[config.mk]
export PLATFORM = sky130hd
export DESIGN_NAME = pport_regs
export DESIGN_NICKNAME = d
export VERILOG_FILES = /design/src/rtl/pport_pkg.sv /design/src/rtl/pport_sync.sv /design/src/rtl/pport_ack_irq.sv /design/src/rtl/pport_pin_mux.sv /design/src/rtl/pport_regs.sv
export SDC_FILE = /design/constraint.sdc
export NUM_CORES = 1
export LEC_CHECK = 0
export ABC_AREA = 0
export BUFFER_PORTS_ARGS = -buffer_cell sky130_fd_sc_hd__buf_2
export CAP_MARGIN = 30
export CELL_PAD_IN_SITES_DETAIL_PLACEMENT = 0
export CELL_PAD_IN_SITES_GLOBAL_PLACEMENT = 2
export CORE_ASPECT_RATIO = 0.5
export CORE_MARGIN = 3
export CORE_UTILIZATION = 27
export CTS_CLUSTER_DIAMETER = 150
export DETAILED_ROUTE_END_ITERATION = 7
export PLACE_DENSITY_LB_ADDON = 0.2
export SETUP_SLACK_MARGIN = 0.05
export SLEW_MARGIN = 5
export SYNTH_ARGS = -nofsm -noshare
export SYNTH_HDL_FRONTEND = slang
export SYNTH_SLANG_ARGS = --single-unit
[constraint.sdc]
create_clock -name clk -period 3.31 [get_ports clk]
set_input_delay 0.662 -clock clk [delete_from_list [all_inputs] [get_ports clk]]
set_output_delay 0.662 -clock clk [all_outputs]
set_load 0.05 [all_outputs]
[src/rtl/pport_pkg.sv]
// Package: shared offsets, widths and reset values of the parallel port
// register file. It assumes a byte-wide bus with eight register slots.
package pport_pkg;
    localparam int BYTE_W   = 8;
    localparam int ADDR_W   = 3;
    localparam int N_OVR    = 3;   // strobe lines the EPP engine can take over

    localparam logic [ADDR_W-1:0] OFS_NONE = 3'd0;
    localparam logic [ADDR_W-1:0] OFS_STS  = 3'd1;
    localparam logic [ADDR_W-1:0] OFS_CTL  = 3'd2;
    localparam logic [ADDR_W-1:0] OFS_EPPA = 3'd3;

    // Stored control bits: [0] stb force, [1] afd force, [2] init level,
    // [3] slin force, [4] ack irq enable, [5] data input direction.
    localparam int CTL_W = 6;
    localparam logic [CTL_W-1:0] CTL_RST = 6'b00_0100;

    typedef struct packed {
        logic busy;
        logic ack_n;
        logic pe;
        logic slct;
        logic err_n;
    } pp_status_t;
endpackage

[src/rtl/pport_sync.sv]
// Module: multi-flop synchroniser for a vector of asynchronous inputs.
// It assumes each bit is independent. No bus coherence is implied.
module pport_sync #(
    parameter int WIDTH  = 5,
    parameter int STAGES = 2
) (
    input  logic             clk,
    input  logic             rst_n,
    input  logic [WIDTH-1:0] rst_val,
    input  logic [WIDTH-1:0] d,
    output logic [WIDTH-1:0] q
);
    logic [WIDTH-1:0] chain [STAGES];

    // Shift each input through STAGES flops.
    always_ff @(posedge clk) begin
        if (!rst_n) begin
            for (int i = 0; i < STAGES; i++) chain[i] <= rst_val;
        end else begin
            chain[0] <= d;
            for (int i = 1; i < STAGES; i++) chain[i] <= chain[i-1];
        end
    end

    assign q = chain[STAGES-1];
endmodule

[src/rtl/pport_ack_irq.sv]
// Module: acknowledge edge detector and sticky pending flag.
// It assumes ack_s is already synchronised. A rising edge and a status
// read in the same cycle leave the flag set.
module pport_ack_irq (
    input  logic clk,
    input  logic rst_n,
    input  logic ack_s,
    input  logic sts_rd,
    input  logic irq_en,
    output logic ack_rise,
    output logic pend,
    output logic irq
);
    logic ack_d;

    // Delay the synchronised level by one cycle for edge detection.
    always_ff @(posedge clk) begin
        if (!rst_n) ack_d <= 1'b1;
        else        ack_d <= ack_s;
    end

    assign ack_rise = ack_s & ~ack_d;

    // Set the flag on an edge; a status read clears it, and the edge wins.
    always_ff @(posedge clk) begin
        if (!rst_n)        pend <= 1'b0;
        else if (ack_rise) pend <= 1'b1;
        else if (sts_rd)   pend <= 1'b0;
    end

    assign irq = pend & irq_en;
endmodule

[src/rtl/pport_pin_mux.sv]
// Module: merges the control register with the EPP engine for the output
// lines and the data direction. Active-low lines are ANDed, so either
// source can pull a line active. INIT is never taken over.
module pport_pin_mux
    import pport_pkg::*;
(
    input  logic [CTL_W-1:0] ctl,
    input  logic             epp_active,
    input  logic             epp_is_write,
    input  logic [N_OVR-1:0] epp_lines_n,   // {astb, dstb, write}
    output logic [N_OVR-1:0] ovr_pins_n,    // {slin, afd, stb}
    output logic             init_n,
    output logic             pd_drive
);
    logic [N_OVR-1:0] force_bits;
    assign force_bits = {ctl[3], ctl[1], ctl[0]};

    // Each overridable line is low if the register forces it or EPP drives it.
    for (genvar g = 0; g < N_OVR; g++) begin : g_line
        assign ovr_pins_n[g] = ~force_bits[g] & (~epp_active | epp_lines_n[g]);
    end

    assign init_n   = ctl[2];
    assign pd_drive = epp_active ? epp_is_write : ~ctl[5];
endmodule

[src/rtl/pport_regs.sv]
// Module: top of the parallel port register file. It decodes the byte bus,
// holds the control register, forwards EPP writes as a one-cycle request,
// and builds the status and control read-back bytes from live pin levels.
// It assumes single-cycle bus accesses with combinational read data.
module pport_regs
    import pport_pkg::*;
#(
    parameter int SYNC_STAGES = 2
) (
    input  logic              clk,
    input  logic              rst_n,
    input  logic              bus_sel,
    input  logic              bus_wr,
    input  logic [ADDR_W-1:0] bus_addr,
    input  logic [BYTE_W-1:0] bus_wdata,
    output logic [BYTE_W-1:0] bus_rdata,
    input  logic              pin_err_n,
    input  logic              pin_slct,
    input  logic              pin_pe,
    input  logic              pin_ack_n,
    input  logic              pin_busy,
    output logic              pin_stb_n,
    output logic              pin_afd_n,
    output logic              pin_init_n,
    output logic              pin_slin_n,
    output logic              pd_drive,
    output logic              irq,
    input  logic              epp_active,
    input  logic              epp_is_write,
    input  logic              epp_write_n,
    input  logic              epp_dstb_n,
    input  logic              epp_astb_n,
    input  logic [BYTE_W-1:0] epp_rd_byte,
    output logic              epp_req,
    output logic [ADDR_W-1:0] epp_req_sel,
    output logic [BYTE_W-1:0] epp_req_byte
);
    localparam int STS_W = $bits(pp_status_t);

    pp_status_t       sts_raw, sts_s;
    logic [CTL_W-1:0] ctl_q;
    logic             wr_en, rd_en, sts_rd, ack_rise, pend;
    logic [N_OVR-1:0] ovr_n;

    assign wr_en  = bus_sel & bus_wr;
    assign rd_en  = bus_sel & ~bus_wr;
    assign sts_rd = rd_en & (bus_addr == OFS_STS);

    assign sts_raw = '{busy: pin_busy, ack_n: pin_ack_n, pe: pin_pe,
                       slct: pin_slct, err_n: pin_err_n};

    pport_sync #(.WIDTH(STS_W), .STAGES(SYNC_STAGES)) u_sync (
        .clk     (clk),
        .rst_n   (rst_n),
        .rst_val (STS_W'(5'b01001)),
        .d       (sts_raw),
        .q       (sts_s)
    );

    // Control register write.
    always_ff @(posedge clk) begin
        if (!rst_n)                              ctl_q <= CTL_RST;
        else if (wr_en && bus_addr == OFS_CTL)   ctl_q <= bus_wdata[CTL_W-1:0];
    end

    // Forward writes to offsets 3..7 to the EPP engine as a one-cycle request.
    always_ff @(posedge clk) begin
        if (!rst_n) begin
            epp_req      <= 1'b0;
            epp_req_sel  <= OFS_NONE;
            epp_req_byte <= '0;
        end else begin
            epp_req <= wr_en && (bus_addr >= OFS_EPPA);
            if (wr_en && bus_addr >= OFS_EPPA) begin
                epp_req_sel  <= bus_addr;
                epp_req_byte <= bus_wdata;
            end
        end
    end

    pport_ack_irq u_irq (
        .clk      (clk),
        .rst_n    (rst_n),
        .ack_s    (sts_s.ack_n),
        .sts_rd   (sts_rd),
        .irq_en   (ctl_q[4]),
        .ack_rise (ack_rise),
        .pend     (pend),
        .irq      (irq)
    );

    pport_pin_mux u_mux (
        .ctl          (ctl_q),
        .epp_active   (epp_active),
        .epp_is_write (epp_is_write),
        .epp_lines_n  ({epp_astb_n, epp_dstb_n, epp_write_n}),
        .ovr_pins_n   (ovr_n),
        .init_n       (pin_init_n),
        .pd_drive     (pd_drive)
    );

    assign pin_stb_n  = ovr_n[0];
    assign pin_afd_n  = ovr_n[1];
    assign pin_slin_n = ovr_n[2];

    // Read-data mux: status, control read-back from live pins, EPP bytes.
    always_comb begin
        unique case (bus_addr)
            3'd0: bus_rdata = '0;
            OFS_STS: bus_rdata = {~sts_s.busy, sts_s.ack_n, sts_s.pe, sts_s.slct,
                                  sts_s.err_n, ~pend, 1'b1, 1'b0};
            OFS_CTL: bus_rdata = {2'b00, ctl_q[5], ctl_q[4], ~pin_slin_n,
                                  pin_init_n, ~pin_afd_n, ~pin_stb_n};
            default: bus_rdata = epp_rd_byte;
        endcase
    end
endmodule

==> results of run 1 <==
-- layout make-up --
class	instances	area, um2	area share, %
tap	66	82.58	4.832
clock inverter	2	12.51	0.7321
inverter	3	11.26	0.6589
sequential	30	600.6	35.14
timing repair buffer	58	290.3	16.98
multi-input combinational	101	629.4	36.82
clock buffer	6	82.58	4.832
-- flip-flops by register name, summed over array words and instances, names as in the netlist --
| register | flops |
|---|---|
| ctl_q | 6 |
| epp_req | 1 |
| epp_req_byte | 8 |
| u_irq.ack_d | 1 |
| u_irq.pend | 1 |
| epp_req_sel | 3 |
| u_sync.chain | 10 |
-- worst max-delay path: stages --
cell     delay (ns)
buf_2          0.23
nor2b_1        0.24
a22oi_1        0.09
o21ai_0        0.17
buf_2          0.29
-- stage by stage --
| stage | setup WS (ns) | utilization (%) | total power [mW] |
|---|---|---|---|
| after global placement | 1.008 | 35.96 | 0.5475 |
| after CTS | 0.9508 | 38.08 | 0.8587 |
| after global routing | 0.8289 | 38.08 | 0.8883 |
| final | 0.9664 | 38.08 | 0.8451 |
| after detailed placement | 0.9504 | 35.96 | 0.5471 |
| after floorplan | 0.4605 | - | 0.5018 |
-- kinds of logic (layout without fill, tap and decap cells) --
kind of cell / Yosys count / in the layout
buffers and inverters: 12 / 69
DFF: 30 / 30
AOI/OAI and AO/OA: 21 / 21
and+or+nand+nor: 64 / 64
muxes: 16 / 16
-- report_power, final --
group          total (mW)  internal, mW  switching (mW)
logic               0.157        0.0478           0.110
registers           0.380         0.375         0.00554
clock network       0.308         0.167           0.141
total               0.845         0.589           0.256
-- how the worst min path moves through the flow --
stage,endpoint,slack (ns)
2_1_floorplan,u_sync.chain[0][5]$_SDFF_PN1_,0.39
3_3_place_gp,u_sync.chain[0][8]$_SDFF_PN1_,0.39
3_5_place_dp,u_sync.chain[0][8]$_SDFF_PN1_,0.40
4_1_cts,u_sync.chain[0][8]$_SDFF_PN1_,0.41
5_1_grt,u_sync.chain[0][8]$_SDFF_PN1_,0.42
6_report,u_sync.chain[0][5]$_SDFF_PN1_,0.41
-- placed cells by master (no fill, tap or decap), types with 6 or more instances in the layout --
cell	count
mux2i_1	16
buf_2	58
and2_1	8
dfxtp_1	30
o21ai_0	7
clkbuf_8	6
nor2b_1	6
nand2b_1	6
nand2_1	34
-- Yosys cell counts --
| master | count |
|---|---|
| o211ai_1 | 1 |
| o31ai_1 | 1 |
| nor2_1 | 3 |
| mux2i_1 | 16 |
| nand4b_1 | 1 |
| and3_4 | 1 |
| and2_1 | 8 |
| a22o_1 | 3 |
| nand3b_1 | 1 |
| nand2b_1 | 6 |
| nand2_1 | 34 |
| nand4_1 | 1 |
| clkbuf_1 | 5 |
| a2bb2oi_1 | 1 |
| o21ai_0 | 7 |
| buf_6 | 2 |
| a21oi_1 | 3 |
| buf_2 | 2 |
| o21ai_1 | 1 |
| and2_0 | 1 |
| a21o_1 | 1 |
| nor2b_1 | 6 |
| nand4_2 | 1 |
| dfxtp_1 | 30 |
| nor4b_1 | 1 |
| a22oi_1 | 2 |
| inv_1 | 3 |
| o41ai_1 | 1 |
-- routing by layer --
metal	global-route usage (%)	part of all wire, %	wire length, um	vias up
met5	0	0	0	-
met4	3.311	0.59	19	0
met3	4.594	5.9	192	2
met2	18.83	44	1414	25
met1	15.03	50	1604	508
li1	-	-	-	591
==> impl_metrics.csv, run 1 <==
group,metric,value,unit
status,status,"completed",
drt,drc_errors,0,
grt,grt-ovfl-total,0,
critical_path,cp-end-kind,"output pin",
grt,grt_start_max_net_pins,44,
clocking,holdBufCountCts,0,
yosys,synth_simple_gate_area_share,25.32,%
die,die_y,54.78,um
critical_path,r2r_slack,2.63,ns
finish,area_growth,33.01,%
yosys,synthTopCellsByArea,"dfxtp_1 47%, mux2i_1 12%, nand2_1 9.9%",
clocking,cts_buffers,5,
yosys,synth-compound-area-share,10.61,%
drt,routed_wl,3231,um
sta,worstMarginPinSlew,0.7007,ns
drt,via_per_inst,4.233,
grt,grt_pass1_wl,5126,um
clocking,h-tree-depth,2,
drt,drt-initial-drc-count,30,
clocking,cts_buffer_depth,2,
place,placed_cell_area,0.001614,mm2
grt,grt_pass1_vias,1049,
critical_path,crit_required,2.65,ns
place,place_congestion,0.7419,
yosys,synthesis.nets,176,
finish,final_cell_area,0.001709,mm2
job,max_cap_violations,0,
yosys,synthXorXnorAreaFrac,0,%
yosys,netlist_instances,143,
worst_hold_path,holdPathStages,1,
sta,rsz0062_at_grt,"no",
sta,slew_headroom,53.29,%
clocking,path_clk_slew,0.07,ns
sta,hold_viol_final,0,
critical_path,crit_type,"in -> out",
power,leakagePower,0.8105,nW
clocking,clock_latency,0.27,ns
sta,fmax,0.4267,GHz
yosys,yosysSeqAreaShare,46.74,%
clocking,post_cts_buffers,0,
yosys,synth_seq_cells,30,
sta,hold_ws,0.4081,ns
clocking,cts-root-buf,"clkbuf_8",
yosys,netlist.top_cell.by_area,"dfxtp_1",
finish,final.fill_count,475,
finish,diodes,0,
sta,fin_tns_setup,0,ns
clocking,numClockSinks,30,
drt,drtPass1Iterations,4,
yosys,synth_area,0.001285,mm2
die,pin_count,59,
sta,fin_crit,2.344,ns
yosys,synth-adder-area-share,0,%
drt,ant_nets,0,
grt,antenna_found_initial,0,
yosys,synth_top_area_share,46.74,%
critical_path,rr_endpoint,"ctl_q[5]$_SDFFE_PN0P_",
die,start_util,28.63,%
die,die_width,103.6,um
die,num_rows,17,
drt,vias,1126,
drt,wl_per_cell,12.15,um
finish,drive_gt1_share,34.50,%
die,dieArea,0.005673,mm2
yosys,synth_top_family_by_area,"simple AND/OR/NAND/NOR gates",
place,io_buffer_count,58,
die,core-area,0.004488,mm2
finish,stdcell_count,266,
critical_path,critPathMaxFanout,14,
sta,finalMaxSlewViolations,0,
yosys,yosysUniqueCellTypes,28,
sta,period_share,70.80,%
yosys,yosys_warnings,0,
worst_hold_path,hp-class,"reg -> reg",
place,place_inst,258,
power,cellPowerDensity,494.5,mW/mm2
worst_hold_path,holdCritStartpoint,"u_sync.chain[0][0]$_SDFF_PN1_",
clocking,cts_tree,"yes",
grt,grtUsageTotal,11.76,%
critical_path,start_kind,"input port",
critical_path,rr_worst_depth,2,
yosys,synth.mux.area_fraction,12.46,%
sta,setup_violations,0,
sta,clock_skew,0.0002875,ns
finish,final_nets,232,
critical_path,regToRegStartpoint,"ctl_q[5]$_SDFFE_PN0P_",
critical_path,critPathCapture,"bus_rdata[4]",
critical_path,crit_path_start,"bus_addr[1]",
critical_path,critPathArrivalTime,1.68,ns
yosys,syn_area_per_cell,8.986,um2
place,dp_hpwl,2357,um
clocking,cts_resized,0,
power,ir_drop,0.0001576,V
No activity file was read; power rests on OpenSTA's default activity.
==> run 2, diff against run 1 <==
--- a/config.mk
+++ b/config.mk
@@ -5,14 +5,14 @@
 export SDC_FILE = /design/constraint.sdc
 export NUM_CORES = 1
 export LEC_CHECK = 0
-export ABC_AREA = 0
+export ABC_AREA = 1
 export BUFFER_PORTS_ARGS = -buffer_cell sky130_fd_sc_hd__buf_2
 export CAP_MARGIN = 30
 export CELL_PAD_IN_SITES_DETAIL_PLACEMENT = 0
 export CELL_PAD_IN_SITES_GLOBAL_PLACEMENT = 2
 export CORE_ASPECT_RATIO = 0.5
 export CORE_MARGIN = 3
-export CORE_UTILIZATION = 27
+export CORE_UTILIZATION = 23
 export CTS_CLUSTER_DIAMETER = 150
 export DETAILED_ROUTE_END_ITERATION = 7
 export PLACE_DENSITY_LB_ADDON = 0.2
==> constraint.sdc (replaced) <==
create_clock -name clk -period 2.4 [get_ports clk]
set_input_delay 0.48 -clock clk [delete_from_list [all_inputs] [get_ports clk]]
set_output_delay 0.48 -clock clk [all_outputs]
set_load 0.05 [all_outputs]
==> run 2 against run 1 <==
Combinational power grew 53%; critical path type unchanged; synthesized cell count grew 25%; largest cell class is now sequential cells; die area grew 15%; clock power grew 22%; global-route usage shrank 0.85 points; via count grew 8.8%; non-clock buffer count grew 1; register-to-register slack lost 1.0 ns.
==> impl_metrics.csv, run 2 <==
group,metric,value,unit
status,status,"completed",
drt,via_per_inst,3.952,
finish,largest_register,"u_sync.chain",
yosys,synth_common_cells,"39 x nand2_1, 30 x dfxtp_1, 29 x inv_1",
yosys,synth_flop_cell,"dfxtp_1",
place,dp_hpwl,2650,um
sta,period_share,85.07,%
clocking,h-tree-depth,2,
power,leakagePower,0.9065,nW
yosys,yosysUniqueCellTypes,16,
sta,clock_skew,0.003117,ns
drt,wl_per_cell,10.87,um
drt,routed_wl,3369,um
sta,slew_headroom,63.06,%
finish,final_nets,273,
critical_path,critPathSlowestCell,"buf_2",
clocking,cts_resized,0,
clocking,clock_latency,0.27,ns
grt,antenna_found_initial,0,
critical_path,rr_worst_depth,3,
place,io_buffer_count,58,
worst_hold_path,holdCritStartpoint,"pin_ack_n",
yosys,netlist_instances,179,
yosys,synth_area,0.001279,mm2
worst_hold_path,min_to,"u_sync.chain[0][3]$_SDFF_PN1_",
die,dieArea,0.006545,mm2
sta,hold_viol_final,0,
sta,fmax,0.4898,GHz
critical_path,regToRegStartpoint,"u_sync.chain[0][8]$_SDFF_PN1_",
worst_hold_path,holdPathStages,2,
grt,grt_pass1_wl,5526,um
die,num_rows,18,
finish,diodes,0,
finish,final_cell_mix,"58 x buf_2, 39 x nand2_1, 30 x dfxtp_1, 29 x inv_1, 28 x nor2_1",
clocking,cts-root-buf,"clkbuf_8",
grt,grt-ovfl-total,0,
power,ir_drop,0.0001623,V
critical_path,cp.buffers_inverters,2,
die,die_width,111.5,um
clocking,path_clk_slew,0.06,ns
yosys,synth_enable_flop_cells,0,
yosys,yosysMostFrequentCell,"nand2_1",
sta,rsz0062_at_grt,"no",
drt,drtPass1Iterations,4,
finish,final_common_cell,"buf_2",
grt,grtUsageTotal,10.91,%
critical_path,critPathArrivalTime,1.56,ns
die,core-area,0.005135,mm2
die,start_util,24.90,%
sta,fin_crit,2.042,ns
place,place_inst,303,
die,die_y,58.73,um
drt,vias,1225,
worst_hold_path,hp-class,"in -> reg",
critical_path,r2r_slack,1.58,ns
finish,largestRegisters,"u_sync.chain x10, epp_req_byte x8, ctl_q x6",
yosys,synth_seq_cells,30,
critical_path,rr_endpoint,"u_irq.pend$_SDFFE_PN0P_",
yosys,synth_top_area_share,46.97,%
yosys,syn_area_per_cell,7.144,um2
critical_path,cp-end-kind,"output pin",
grt,grt_pass1_vias,1150,
drt,drt-initial-drc-count,38,
finish,largest_reg_flops,10,
yosys,yosysSeqAreaShare,46.97,%
critical_path,crit_chain,"buf_2 -> nor2_1 -> nand2_1 -> o21ai_0 -> buf_2",
yosys,synthesis.nets,212,
grt,grt_start_max_net_pins,23,
clocking,numClockSinks,30,
yosys,yosys_warnings,0,
clocking,cts_tree,"yes",
finish,stdcell_count,310,
yosys,netlist.top_cell.by_area,"dfxtp_1",
sta,fin_tns_setup,0,ns
place,place_congestion,0.6999,
critical_path,crit_required,1.92,ns
clocking,post_cts_buffers,0,
drt,drc_errors,0,
critical_path,start_kind,"input port",
finish,area_growth,32.88,%
critical_path,crit_path_max_incr_delay,0.30,ns
power,cellPowerDensity,673.5,mW/mm2
critical_path,cpMostUsedCell,"buf_2",
yosys,async_reset_ff_share,0,%
critical_path,path_delay_family,"buffers and inverters",
die,pin_count,59,
sta,finalMaxSlewViolations,0,
job,max_cap_violations,0,
clocking,holdBufCountCts,0,
sta,setup_violations,0,
sta,worstMarginPinSlew,0.5541,ns
finish,final.fill_count,601,
clocking,cts_buffers,5,
clocking,cts_buffer_depth,2,
finish,drive_gt1_share,32.08,%
critical_path,crit_type,"in -> out",
drt,ant_nets,0,
critical_path,critPathMaxFanout,5,
yosys,synthTopCellsByArea,"dfxtp_1 47%, nand2_1 11%, inv_1 8.5%",
==> run 2: changes by cell type in the layout (fill, tap and decap cells not counted), sizes merged, moves of 3 or more <==
cell,before,now
a22o,3,0
and2,9,0
o21ai,8,15
nand2b,6,0
nand2,34,43
mux2i,16,0
nor2b,6,0
nor2,3,29
inv,3,31
or2,0,5
nand3,0,14
==> run 2: final cells by class <==
type,instances,area [um2],share of cell area (%)
clock buffers,7,76.32,4.492
well taps,70,87.58,5.155
repair buffers,59,297.8,17.53
flip-flops and latches,30,600.6,35.35
inverters,31,116.4,6.848
multi-input cells,113,520.5,30.63
==> run 2: per-stage QoR <==
step / hold WS, ns / utilization [%] / total power, mW / cell area [um2] / worst slack [ns]
global route: 0.3781 / 33.09 / 1.204 / 1699 / 0.2029
finish: 0.3872 / 33.09 / 1.144 / 1699 / 0.3583
global placement: 0.3964 / 31.60 / 0.7801 / 1623 / 0.3680
floorplan: 0.3905 / - / 0.7109 / 1279 / 0.002685
detailed placement: 0.3975 / 31.60 / 0.7826 / 1623 / 0.3584
CTS: 0.3733 / 33.09 / 1.165 / 1699 / 0.3433
==> run 2: how the worst max path moves through the flow <==
stage                     start  slack, ns  cells past startpoint           end
global placement    bus_addr[2]       0.37                      5  bus_rdata[6]
detailed placement  bus_addr[2]       0.36                      5  bus_rdata[6]
CTS                 bus_addr[2]       0.34                      5  bus_rdata[6]
global route        bus_addr[2]       0.20                      5  bus_rdata[6]
finish              bus_addr[2]       0.36                      5  bus_rdata[6]
floorplan           bus_addr[2]      0.003                      3  bus_rdata[6]
==> run 2: worst reg2reg max path, delay by kind of cell (launching register included) <==
family                 cells  cell delay, ns
AOI/OAI and AO/OA          1            0.13
buffers and inverters      1            0.05
DFF                        1            0.31
and+or+nand+nor            1            0.26
==> run 2: logic make-up after synthesis <==
family                 Yosys count  share of synthesized area [%]
buffers and inverters           36                          12.33
AOI/OAI and AO/OA               22                          9.491
DFF                             30                          46.97
and+or+nand+nor                 91                          31.21
==> run 2: report_power, final <==
part	total (mW)	internal (mW)	switching, mW
logic	0.240	0.0654	0.175
clock network	0.376	0.199	0.177
registers	0.528	0.520	0.00821
total	1.14	0.785	0.359
==> run 2: layer usage <==
metal	vias to the layer above	wire length (um)	global-route usage [%]
met5	-	0	0
met4	0	24	4.159
met3	2	194	3.901
met2	28	1483	16.37
met1	533	1667	14.55
li1	662	-	-
==> run 3, diff against run 2 <==
--- a/config.mk
+++ b/config.mk
@@ -11,7 +11,6 @@
 export CELL_PAD_IN_SITES_DETAIL_PLACEMENT = 0
 export CELL_PAD_IN_SITES_GLOBAL_PLACEMENT = 2
 export CORE_ASPECT_RATIO = 0.5
-export CORE_MARGIN = 3
 export CORE_UTILIZATION = 23
 export CTS_CLUSTER_DIAMETER = 150
 export DETAILED_ROUTE_END_ITERATION = 7
==> run 3 against run 2 <==
Clock skew decreased by 0.0028 ns; sequential share of layout area is 0.31 points lower; register-to-register slack about the same; routed wire length is 5.0% lower; clock power is 12% higher; final cell count is 0.32% higher; largest power group unchanged; highest routed layer unchanged.
==> impl_metrics.csv, run 3 (same netlist as run 2, synthesis figures left out) <==
group,metric,value,unit
die,start_util,24.90,%
clocking,holdBufCountCts,0,
clocking,cts_buffers,5,
drt,drc_errors,0,
clocking,post_cts_buffers,0,
clocking,clock_latency,0.27,ns
die,pin_count,59,
finish,largest_register,"u_sync.chain",
critical_path,critPathArrivalTime,1.52,ns
sta,clock_skew,0.0003567,ns
critical_path,cpMostUsedCell,"buf_2",
worst_hold_path,holdCritStartpoint,"pin_err_n",
critical_path,critPathSlowestCell,"buf_2",
drt,wl_per_cell,10.30,um
drt,ant_nets,0,
sta,fin_tns_setup,0,ns
clocking,cts_tree,"yes",
sta,slew_headroom,63.93,%
grt,antenna_found_initial,0,
sta,fin_crit,1.995,ns
die,dieArea,0.005880,mm2
grt,grt_pass1_wl,5119,um
critical_path,crit_chain,"buf_2 -> nor2_1 -> nand2_1 -> o211ai_1 -> buf_2",
sta,hold_viol_final,0,
status,status,"completed",
die,num_rows,18,
power,cellPowerDensity,692.9,mW/mm2
drt,via_per_inst,3.955,
critical_path,critPathMaxFanout,5,
power,leakagePower,0.9165,nW
die,core-area,0.005135,mm2
finish,regArea,600.6,um2
clocking,numClockSinks,30,
die,die_y,54.73,um
worst_hold_path,hp-class,"in -> reg",
drt,drt-initial-drc-count,40,
clocking,cts_resized,0,
sta,worstMarginPinSlew,0.5411,ns
finish,largest_reg_flops,10,
clocking,cts_buffer_depth,2,
clocking,path_clk_slew,0.06,ns
critical_path,path_delay_family,"buffers and inverters",
finish,area_growth,34.05,%
finish,multi_input_area,520.5,um2
critical_path,regToRegStartpoint,"u_sync.chain[0][8]$_SDFF_PN1_",
critical_path,cp-end-kind,"output pin",
critical_path,crit_required,1.92,ns
die,die_width,107.5,um
place,dp_hpwl,2504,um
finish,largestRegisters,"u_sync.chain x10, epp_req_byte x8, ctl_q x6",
finish,diodes,0,
drt,vias,1230,
job,max_cap_violations,0,
clocking,cts-root-buf,"clkbuf_8",
clocking,h-tree-depth,2,
grt,grt-ovfl-total,0,
grt,grt_pass1_vias,1067,
finish,drive_gt1_share,32.78,%
sta,finalMaxSlewViolations,0,
sta,fmax,0.5012,GHz
sta,setup_violations,0,
critical_path,cp.buffers_inverters,2,
sta,rsz0062_at_grt,"no",
critical_path,crit_path_max_incr_delay,0.29,ns
drt,routed_wl,3202,um
grt,grtUsageTotal,12.02,%
power,ir_drop,0.0001675,V
finish,final_common_cell,"buf_2",
critical_path,start_kind,"input port",
grt,grt_start_max_net_pins,23,
sta,period_share,83.13,%
place,place_congestion,0.7124,
critical_path,crit_type,"in -> out",
finish,final_nets,273,
finish,final_cell_mix,"58 x buf_2, 39 x nand2_1, 30 x dfxtp_1, 29 x inv_1, 28 x nor2_1",
place,io_buffer_count,58,
finish,final.fill_count,609,
critical_path,crit_path_start,"bus_addr[2]",
power,totalPowerFinal,1.188,mW
drt,drtPass1Iterations,4,
[run 3: cell type report]
class	instances	share of cell area (%)
clock inverter	1	0.2920
multi-input combinational	113	30.37
tap	70	5.110
inverter	31	6.788
timing repair buffer	59	17.37
sequential	30	35.04
clock buffer	7	5.037
[run 3: worst register-to-register path, cell delays in order (launching register included)]
cell and delay, ns:
dfxtp_1 0.31, inv_1 0.05, or2_2 0.26, a21oi_1 0.13
[run 3: stage by stage]
stage / setup slack [ns] / hold slack (ns) / utilization [%] / cell area, um2 / instances
3_5_place_dp: 0.3629 / 0.4004 / 31.60 / 1623 / 303
2_1_floorplan: 0.002685 / 0.3905 / - / 1279 / 179
5_1_grt: 0.2396 / 0.3728 / 33.38 / 1714 / 311
6_report: 0.4049 / 0.3817 / 33.38 / 1714 / 311
4_1_cts: 0.3581 / 0.3707 / 33.38 / 1714 / 311
3_3_place_gp: 0.3929 / 0.3952 / 31.60 / 1623 / 303
[run 3: worst paths after layout]
| check | to | slack [ns] | cells past startpoint |
|---|---|---|---|
| hold reg to reg | u_sync.chain[0][9]$_SDFF_PN0_ | 0.41 | 2 |
| hold / removal | u_sync.chain[0][0]$_SDFF_PN1_ | 0.38 | 2 |
| setup / recovery | bus_rdata[2] | 0.40 | 5 |
| setup reg to reg | u_irq.pend$_SDFFE_PN0P_ | 1.59 | 3 |
[run 3: per-layer routing]
metal	wire length, um	track usage, %	up-vias
li1	-	-	662
met1	1598	14.92	537
met2	1400	18.60	28
met3	189	4.524	3
met4	14	6.164	0
met5	0	0	-
[run 3: where the power goes]
part	switching (mW)	internal, mW
registers	0.00774	0.520
clock network	0.190	0.231
logic	0.173	0.0654
total	0.371	0.816
